===== src/rtl/ckg_pkg.sv =====
package ckg_pkg;
  typedef enum logic [1:0] {
    OP_SEED  = 2'd0,
    OP_ENTRY = 2'd1,
    OP_BODY  = 2'd2,
    OP_KICK  = 2'd3
  } op_e;
endpackage


===== src/rtl/ckg_decode.sv =====
module ckg_decode
  import ckg_pkg::*;
#(
  parameter int unsigned       CODE_W     = 4,
  parameter logic [CODE_W-1:0] CODE_SEED  = 'h1,
  parameter logic [CODE_W-1:0] CODE_ENTRY = 'h2,
  parameter logic [CODE_W-1:0] CODE_BODY  = 'h3,
  parameter logic [CODE_W-1:0] CODE_KICK  = 'h4
) (
  input  logic              wr_en_i,
  input  logic [CODE_W-1:0] code_i,
  output logic              op_vld_o,
  output op_e               op_o,
  output logic              bad_o
);
  always_comb begin
    op_vld_o = 1'b0;
    op_o     = OP_SEED;
    bad_o    = 1'b0;
    if (wr_en_i) begin
      unique case (code_i)
        CODE_SEED:  begin op_vld_o = 1'b1; op_o = OP_SEED;  end
        CODE_ENTRY: begin op_vld_o = 1'b1; op_o = OP_ENTRY; end
        CODE_BODY:  begin op_vld_o = 1'b1; op_o = OP_BODY;  end
        CODE_KICK:  begin op_vld_o = 1'b1; op_o = OP_KICK;  end
        default:    bad_o = 1'b1;
      endcase
    end
  end

  always_comb begin
    AST_DECODE_EXCL: assert (!(op_vld_o && bad_o));
  end
endmodule


===== src/rtl/ckg_sig.sv =====
module ckg_sig
  import ckg_pkg::*;
#(
  parameter int unsigned       SIG_W   = 16,
  parameter logic [SIG_W-1:0]  SEED    = 'h5555,
  parameter logic [SIG_W-1:0]  STEP_A  = 'h1111,
  parameter logic [SIG_W-1:0]  STEP_B  = 'h2222
) (
  input  logic             clk_i,
  input  logic             rst_ni,
  input  logic             act_i,
  input  op_e              op_i,
  output logic [SIG_W-1:0] sig_o,
  output logic             entry_ok_o,
  output logic             final_ok_o
);
  localparam logic [SIG_W-1:0] FINAL = SEED + STEP_A + STEP_B;

  logic [SIG_W-1:0] sig_q, sig_d;

  assign entry_ok_o = (sig_q == SEED);
  assign final_ok_o = (sig_q == FINAL);
  assign sig_o      = sig_q;

  always_comb begin
    sig_d = sig_q;
    if (act_i) begin
      unique case (op_i)
        OP_SEED:  sig_d = SEED;
        OP_ENTRY: if (entry_ok_o) sig_d = sig_q + STEP_A;
        OP_BODY:  sig_d = sig_q + STEP_B;
        OP_KICK:  if (final_ok_o) sig_d = '0;
        default:  sig_d = sig_q;
      endcase
    end
  end

  always_ff @(posedge clk_i or negedge rst_ni) begin
    if (!rst_ni) sig_q <= '0;
    else         sig_q <= sig_d;
  end

  AST_SEED_LOAD: assert property (@(posedge clk_i) disable iff (!rst_ni)
    act_i && op_i == OP_SEED |=> sig_q == SEED);
  AST_IDLE_HOLD: assert property (@(posedge clk_i) disable iff (!rst_ni)
    !act_i |=> $stable(sig_q));
endmodule


===== src/rtl/ckg_ctrl.sv =====
module ckg_ctrl
  import ckg_pkg::*;
(
  input  logic clk_i,
  input  logic rst_ni,
  input  logic op_vld_i,
  input  op_e  op_i,
  input  logic bad_i,
  input  logic entry_ok_i,
  input  logic final_ok_i,
  output logic kick_o,
  output logic fault_o
);
  logic fault_q, kick_q, trip;

  always_comb begin
    trip = bad_i;
    if (op_vld_i && op_i == OP_ENTRY && !entry_ok_i) trip = 1'b1;
    if (op_vld_i && op_i == OP_KICK  && !final_ok_i) trip = 1'b1;
  end

  always_ff @(posedge clk_i or negedge rst_ni) begin
    if (!rst_ni) begin
      fault_q <= 1'b0;
      kick_q  <= 1'b0;
    end else begin
      fault_q <= fault_q | trip;
      kick_q  <= !fault_q && op_vld_i && op_i == OP_KICK && final_ok_i;
    end
  end

  assign kick_o  = kick_q;
  assign fault_o = fault_q;

  AST_FAULT_STICKY: assert property (@(posedge clk_i) disable iff (!rst_ni)
    fault_q |=> fault_q);
  AST_NO_KICK_FAULTED: assert property (@(posedge clk_i) disable iff (!rst_ni)
    fault_q |=> !kick_q);
  AST_BAD_TRIPS: assert property (@(posedge clk_i) disable iff (!rst_ni)
    bad_i |=> fault_q);
endmodule


===== src/rtl/ckg_top.sv =====
module ckg_top
  import ckg_pkg::*;
#(
  parameter int unsigned       CODE_W     = 4,
  parameter int unsigned       SIG_W      = 16,
  parameter logic [SIG_W-1:0]  SEED       = 'h5555,
  parameter logic [SIG_W-1:0]  STEP_A     = 'h1111,
  parameter logic [SIG_W-1:0]  STEP_B     = 'h2222,
  parameter logic [CODE_W-1:0] CODE_SEED  = 'h1,
  parameter logic [CODE_W-1:0] CODE_ENTRY = 'h2,
  parameter logic [CODE_W-1:0] CODE_BODY  = 'h3,
  parameter logic [CODE_W-1:0] CODE_KICK  = 'h4
) (
  input  logic              clk_i,
  input  logic              rst_ni,
  input  logic              wr_en_i,
  input  logic [CODE_W-1:0] wr_code_i,
  output logic              kick_o,
  output logic              fault_o,
  output logic [SIG_W-1:0]  sig_o
);
  logic op_vld, bad, entry_ok, final_ok;
  op_e  op;

  ckg_decode #(
    .CODE_W(CODE_W), .CODE_SEED(CODE_SEED), .CODE_ENTRY(CODE_ENTRY),
    .CODE_BODY(CODE_BODY), .CODE_KICK(CODE_KICK)
  ) i_decode (
    .wr_en_i (wr_en_i),
    .code_i  (wr_code_i),
    .op_vld_o(op_vld),
    .op_o    (op),
    .bad_o   (bad)
  );

  // a raised fault freezes the signature as a debug breadcrumb
  ckg_sig #(
    .SIG_W(SIG_W), .SEED(SEED), .STEP_A(STEP_A), .STEP_B(STEP_B)
  ) i_sig (
    .clk_i     (clk_i),
    .rst_ni    (rst_ni),
    .act_i     (op_vld && !fault_o),
    .op_i      (op),
    .sig_o     (sig_o),
    .entry_ok_o(entry_ok),
    .final_ok_o(final_ok)
  );

  ckg_ctrl i_ctrl (
    .clk_i     (clk_i),
    .rst_ni    (rst_ni),
    .op_vld_i  (op_vld),
    .op_i      (op),
    .bad_i     (bad),
    .entry_ok_i(entry_ok),
    .final_ok_i(final_ok),
    .kick_o    (kick_o),
    .fault_o   (fault_o)
  );

  AST_KICK_CLEARS: assert property (@(posedge clk_i) disable iff (!rst_ni)
    kick_o |-> sig_o == '0);
  AST_KICK_PULSE: assert property (@(posedge clk_i) disable iff (!rst_ni)
    kick_o |=> !kick_o);
  AST_FROZEN: assert property (@(posedge clk_i) disable iff (!rst_ni)
    fault_o |=> $stable(sig_o));
  AST_KICK_EXCL: assert property (@(posedge clk_i) disable iff (!rst_ni)
    $rose(fault_o) |-> !kick_o);
endmodule


===== config.mk =====
export PLATFORM = sky130hd
export DESIGN_NAME = ckg_top
export DESIGN_NICKNAME = d
export VERILOG_FILES = /design/src/rtl/ckg_pkg.sv /design/src/rtl/ckg_decode.sv /design/src/rtl/ckg_sig.sv /design/src/rtl/ckg_ctrl.sv /design/src/rtl/ckg_top.sv
export SDC_FILE = /design/constraint.sdc
export NUM_CORES = 1
export LEC_CHECK = 0
export CORE_ASPECT_RATIO = 1.1
export CORE_UTILIZATION = 30
export CTS_BUF_LIST = sky130_fd_sc_hd__clkbuf_8 sky130_fd_sc_hd__clkbuf_16
export DETAILED_ROUTE_END_ITERATION = 16
export GPL_ROUTABILITY_DRIVEN = 0
export GPL_TIMING_DRIVEN = 0
export PLACE_DENSITY = 0.51
export SLEW_MARGIN = 30
export SYNTH_ARGS = -nofsm -noshare
export SYNTH_HDL_FRONTEND = slang
export SYNTH_HIERARCHICAL = 1
export SYNTH_SLANG_ARGS = --single-unit

===== constraint.sdc =====
create_clock -name clk_i -period 6.9 [get_ports clk_i]
set_clock_uncertainty 0.15 [all_clocks]
set_input_delay 1.035 -clock clk_i [delete_from_list [all_inputs] [get_ports clk_i]]
set_output_delay 1.035 -clock clk_i [all_outputs]
set_load 0.02 [all_outputs]

# [Word level (Yosys, flattened, before mapping)]
# Cells that the tools add are included.
[word_totals] ff_bits=18 in_bits=7 out_inout_bits=18 wordCells=41
[classes] add_sub_neg=2 eq_ne=11 n_mux=11 bitwise_logic=1 reduce_logical=13
[op_table] operator="16-bit case mux with 4 select lines" count=1
[op_table] operator="16-bit two-way mux" count=2
[op_table] operator="16-bit by 13-bit adder with 16-bit output (second input constant)" count=1
[op_table] operator="16-bit by 14-bit adder with 16-bit output (second input constant)" count=1
[op_table] operator="16-bit by 15-bit == test with 1-bit output (second input constant)" count=1
[op_table] operator="16-bit == test (second input constant)" count=1
[op_table] operator="4-bit by 2-bit == test with 1-bit output (second input constant)" count=2
[op_table] operator="1-bit logical AND" count=7
[op_table] operator="1-bit two-way mux" count=6
[op_table] operator="2-bit case mux with 3 select lines" count=1
[op_table] operator="2-bit == test (second input constant)" count=2
[op_table] operator="4-bit by 1-bit == test with 1-bit output (second input constant)" count=1
[op_table] operator="4-bit by 3-bit == test with 1-bit output (second input constant)" count=1
[op_table] operator="2-bit by 1-bit != test with 1-bit output (second input constant)" count=2
[op_table] operator="4-bit OR reduction" count=1
[op_table] operator="1-bit zero test" count=3
[op_table] operator="3-bit AND reduction" count=1
[op_table] operator="2-bit by 1-bit == test with 1-bit output (second input constant)" count=1
[op_table] operator="2-bit zero test" count=1
[op_table] operator="2-bit two-way mux" count=1
[op_table] operator="1-bit OR" count=1

# [Logic depth before layout (Yosys ltp)]
# Gate-level depths: netlist of run 1.
[depth] word_depth=9 depth_mapped=8 depth_no_buf=7

# [By module]
# The synthesis of run 1 kept the hierarchy.
[modules_own_cells] mod="ckg_sig" n_inst=1 cells_each=147 area_each_um2=1198.6 seq_area_each_um2=400.4
[modules_own_cells] mod="ckg_ctrl" n_inst=1 cells_each=6 area_each_um2=80.1 seq_area_each_um2=50.0
[modules_own_cells] mod="ckg_decode" n_inst=1 cells_each=10 area_each_um2=67.6 seq_area_each_um2=0.0
[modules_own_cells] mod="ckg_top" n_inst=1 cells_each=1 area_each_um2=13.8 seq_area_each_um2=0.0

# [Worst setup path before layout of run 1]
# OpenSTA, ideal clock, no wires.
[synth_path] kind="input to register" from="input wr_code_i[1]" to="register i_sig.sig_q[2], in the netlist i_sig/sig_o[2]" setup_ns=0.126 arrival_ns=2.976 required_time_ns=6.624 setup_slack_ns=3.648 cell_stages=7 path_buffers=1 cell_sequence="or3b_1 -> a21oi_1 -> nor4b_1 -> and4_1 -> o31ai_1 -> clkbuf_1 -> o32a_1"
[synth_via] elab_chain_cells=6 word_cells_on_any_way=18 cone_classes="eq/ne (9); mux (5); reduce/logical (4)"
[synth_rtl] item="start, declared" line_no="ckg_top.sv:17" text="input logic [CODE_W-1:0] wr_code_i,"
[synth_rtl] item="4-bit by 3-bit == test with 1-bit output / 4-bit by 2-bit == test with 1-bit output (equally long branches)" line_no="ckg_decode.sv:21" text="unique case (code_i)"
[synth_rtl] item="2-bit case mux with 3 select lines (*)" line_no="ckg_decode.sv:21"
[synth_rtl] item="2-bit two-way mux (*)" line_no="ckg_decode.sv:20" text="if (wr_en_i) begin"
[synth_rtl] item="net op[1]" line_no="ckg_top.sv:23" text="op_e op;"
[synth_rtl] item="2-bit by 1-bit == test with 1-bit output / 2-bit == test (equally long branches)" line_no="ckg_sig.sv:28" text="unique case (op_i)"
[synth_rtl] item="2-bit by 1-bit != test with 1-bit output (no line)"
[synth_rtl] item="3-bit AND reduction (no line)"
[synth_rtl] item="end signal, assigned" line_no="ckg_sig.sv:40" text="else sig_q <= sig_d;"
[synth_rtl] item="end, declared" line_no="ckg_sig.sv:19" text="logic [SIG_W-1:0] sig_q, sig_d;"
# Mark *: on every way through the listed nets, which the timed path passes. The rest lies on a longest branch.
# A chain may end at the register's enable or synchronous reset.

# [Final worst setup path of run 1]
[layout_path] from="input wr_code_i[2]" to="register i_sig.sig_q[2], in the netlist i_sig/sig_o[2]"
# Same word-level chain as after synthesis.

==> results.txt, run 1 <==
By area the synthesized netlist is led by dfrtp_1, a21oi_1, nand2_1, ha_1, o21ai_0. The max-capacitance violation count is 0. The headroom to the max-slew limit is 0.523. The critical path is of the in -> reg type.

Counting every net in the synthesized netlist gives 176. The master of the slowest instance on the critical path is a21oi_1. For this run, the total global-route usage over all layers was measured as 0.179. In the finished design, the share of the clock period the worst path needs comes to 0.593. CTS placed an instance of clkbuf_8 at the clock tree root. The sequential cell area fraction in the yosys report is 0.331. The launch point of the worst path is wr_code_i[2]. The combined area of all synthesized cells came out at approximately 1400 µm². The total negative slack came out at 0 ns.

The number of placement rows came out at 25. The count of final setup violators came out at 0. In the synthesized netlist the dominant register cell turns out to be dfrtp_1. The count of pins over their slew limit came out at 0. The average cell area after synthesis is about 8.3 µm². For this run, the slowest stage of the critical path takes 0.59 ns. The final layout contains roughly 200 nets. The number of cells on the worst hold path is 1. The maximum number of pins on one net before global-route repair is 19.

The number of cells on the worst reg-to-reg path is 7. For this design the static power due to leakage is around 0.61 nW. The post-layout minimum cycle time came out at 4.09 ns.

For this run, asynchronously set or reset flops after synthesis account for 1.00. Sorting the synthesized cells by how often they occur yields dfrtp_1, nand2_1, a21oi_1. The initial antenna violation count is 0. The initial cell density of the core is 0.315. The floorplan step set the die width to between 60 and 70 µm. Summed over all instances, the cell type with the most area after synthesis is dfrtp_1. The total wire length came out at between 4 and 5 mm. The tightest min-delay check is of the reg -> reg type. TritonCTS built the clock tree. From bottom edge to top edge, the die measures between 70 and 80 µm. The level count of the clock H-tree is 1. The core box area came out at around 4300 µm². The top cell type's share of synthesized area came out at 0.331. The total vias in the final route is 1408.

The first-pass iteration count of the detailed router came out at 4. The sum of buffers and inverters on the critical path is 2. Using the TritonRoute via totals, the vias-per-cell ratio works out to 5.75. The count of antenna diodes in the layout came out at 0. The first-iteration detailed-routing DRC count came out at between 70 and 80. The worst setup path is captured at a flip-flop. The startpoint identified for the worst hold timing path is i_ctrl/fault_o$_DFF_PN0_. The run finished with clean final reports.

Setup repair after global routing left no endpoint under its margin. The placed wire-length estimate after detailed placement is just under 3 mm. Total power for the finished layout comes to ~280 µW.

In this run the tool buffered the top-level ports with 24 buffer cells. In the routed design, unresolved DRC markers number 0. The end of the worst register-to-register path is i_sig/sig_o[2]$_DFFE_PN0P_. The worst-case clock buffer depth came out at 2. The number of synthesized register bits is 18.

The clock transition at the registers of the reported paths came out at around 0.07 ns. The required time at the worst-slack endpoint came out at roughly 7 ns. In this run the power density over the cells is around 170 nW/µm².

Counting buffers and inverters, the worst setup path is 8 cells deep. The number of hold buffers added after CTS is 0. The total overflow left after global routing is 0.

The critical path goes through clkdlybuf4s50_1 -> or3b_1 -> a21oi_1 -> nor4b_1 -> and4_1 -> o31ai_1 -> clkbuf_1 -> o32a_1. Gates resized during post-CTS repair numbered 0. The die area is 4810 µm². The buffer count from post-CTS setup fixing is 0. In this run the critical register-to-register path is launched from i_sig/sig_o[1]$_DFFE_PN0P_. The maximum vdd ir drop is between 0.00007 and 0.00008 V. The total CTS buffers came out at 3. The worst-skew pair later-pin latency is roughly 0.26 ns. For this design, the sink count on the clock tree is 18. The I/O pin total came out at 25. The average wire per standard cell came out at roughly 17 µm. The most critical setup path has its endpoint at i_sig/sig_o[2]$_DFFE_PN0P_. The hold violation count in the final report is 0. The first-pass GRT wire length is 6.58 mm. STA classifies the critical path startpoint as a primary input. During synthesis, Yosys emitted a total of 6 warnings.

The proportion of layout cells with a drive suffix above 1 came out at 0.0628. Static timing analysis puts the maximum clock frequency at around 0.24 GHz. The post-synthesis cell type count is 48.

The maximum fanout count along the critical path came out at 10. The setup slack of the worst register-to-register path is ~4.3 ns. The instance count of the mapped netlist is approximately 160. Data arrives at the worst endpoint at between 4 and 5 ns. The number of routed nets with antenna violations is 0. For the pin with the worst max-slew slack, the measured transition is 0.712 ns. The number of flops mapped to enable cells by yosys came out at 0. Grouping stages by cell kind, the critical path spends the most delay in compound AO/OA/AOI/OAI gates. The number of global-route vias before repair is about 1400. The layout overhead on the synthesized area came out at 25.7%.
-- logic make-up after synthesis --
group,share of synthesized area
AOI/OAI and AO/OA,0.265
xor gates and xnor gates,0.0129
adders and majority gates,0.0460
buffers and inverters,0.0414
DFF,0.331
muxes,0.0221
and+or+nand+nor,0.282
-- worst reg2reg max path: stages (launching register included) --
cell,delay [ns]
dfrtp_1,0.48
inv_1,0.15
ha_1,0.15
nor4bb_1,0.40
and4_1,0.33
o31ai_1,0.10
clkbuf_1,0.30
o32a_1,0.41
-- per-layer routing --
layer | GRT usage | share of wire
met5 | 0 | 0
met4 | 0.0686 | 0.0094
met3 | 0.0203 | 0.047
met2 | 0.319 | 0.51
met1 | 0.219 | 0.43
-- final cells by class --
| cell class | count | area, µm² |
|---|---|---|
| multi-input cells | 131 | 858 |
| fillers | 439 | 2610 |
| inverters | 9 | 33.8 |
| well taps | 54 | 67.6 |
| flip-flops and latches | 18 | 450 |
| plain buffers | 6 | 22.5 |
| repair buffers | 24 | 235 |
| clock buffers | 3 | 41.3 |
-- worst min path at each step --
stage,endpoint,slack (ns)
floorplan,i_ctrl/kick_o$_DFF_PN0_,0.47
global placement,i_ctrl/kick_o$_DFF_PN0_,0.37
detailed placement,i_ctrl/kick_o$_DFF_PN0_,0.39
CTS,i_ctrl/kick_o$_DFF_PN0_,0.40
global route,i_ctrl/kick_o$_DFF_PN0_,0.41
finish,i_ctrl/kick_o$_DFF_PN0_,0.39
-- sequential cells by signal, summed over array words and instances, names as in the netlist --
name / cells
i_ctrl/fault_o: 1
i_sig/sig_o: 16
i_ctrl/kick_o: 1
-- power by group --
group | total, mW | switching [mW] | internal (mW)
logic | 0.0738 | 0.0389 | 0.0349
clock network | 0.0756 | 0.0367 | 0.0389
registers | 0.134 | 0.0194 | 0.115
-- cells in the final DEF (no fill, tap or decap), drive strengths merged, types with 3 or more instances in the layout --
| master | netlist | routed |
|---|---|---|
| a31oi | 3 | 3 |
| nor3 | 8 | 8 |
| o21ai | 16 | 16 |
| ha | 5 | 5 |
| a21oi | 15 | 15 |
| inv | 9 | 9 |
| dfrtp | 18 | 18 |
| nor2 | 9 | 9 |
| mux2i | 3 | 3 |
| clkbuf | 6 | 9 |
| nor4 | 3 | 3 |
| o21a | 5 | 5 |
| nand2 | 18 | 18 |
| clkdlybuf4s50 | 0 | 23 |
| nand3 | 7 | 7 |
-- per-stage QoR --
stage | hold WS [ns] | instances | cell area, µm² | worst slack, ns | util
5_1_grt | 0.412 | 245 | 1710 | 2.74 | 0.396
6_report | 0.390 | 245 | 1710 | 2.81 | 0.396
4_1_cts | 0.396 | 245 | 1710 | 2.88 | 0.397
3_3_place_gp | 0.371 | 242 | 1670 | 2.63 | 0.386
2_1_floorplan | 0.467 | 164 | 1360 | 3.65 | -
3_5_place_dp | 0.386 | 242 | 1670 | 2.64 | 0.388
Power figures use the tool's default switching activity.
==> run 2, diff against run 1 <==
clock period = 3.9 ns   (was 6.9 ns; I/O delays follow)
==> results of run 2 <==
The final DEF is identical to that of run 1. Status: completed.
Among the figures that moved: setup slack after placement 2.64 ns -> 0.0912 ns; setup slack after layout 2.81 ns -> 0.259 ns; hold slack 0.390 ns -> 0.114 ns; register-to-register setup slack 4.32 ns -> 1.32 ns; total power 0.284 mW -> 0.502 mW; worst IR drop on VDD 0.0000701 V -> 0.000124 V
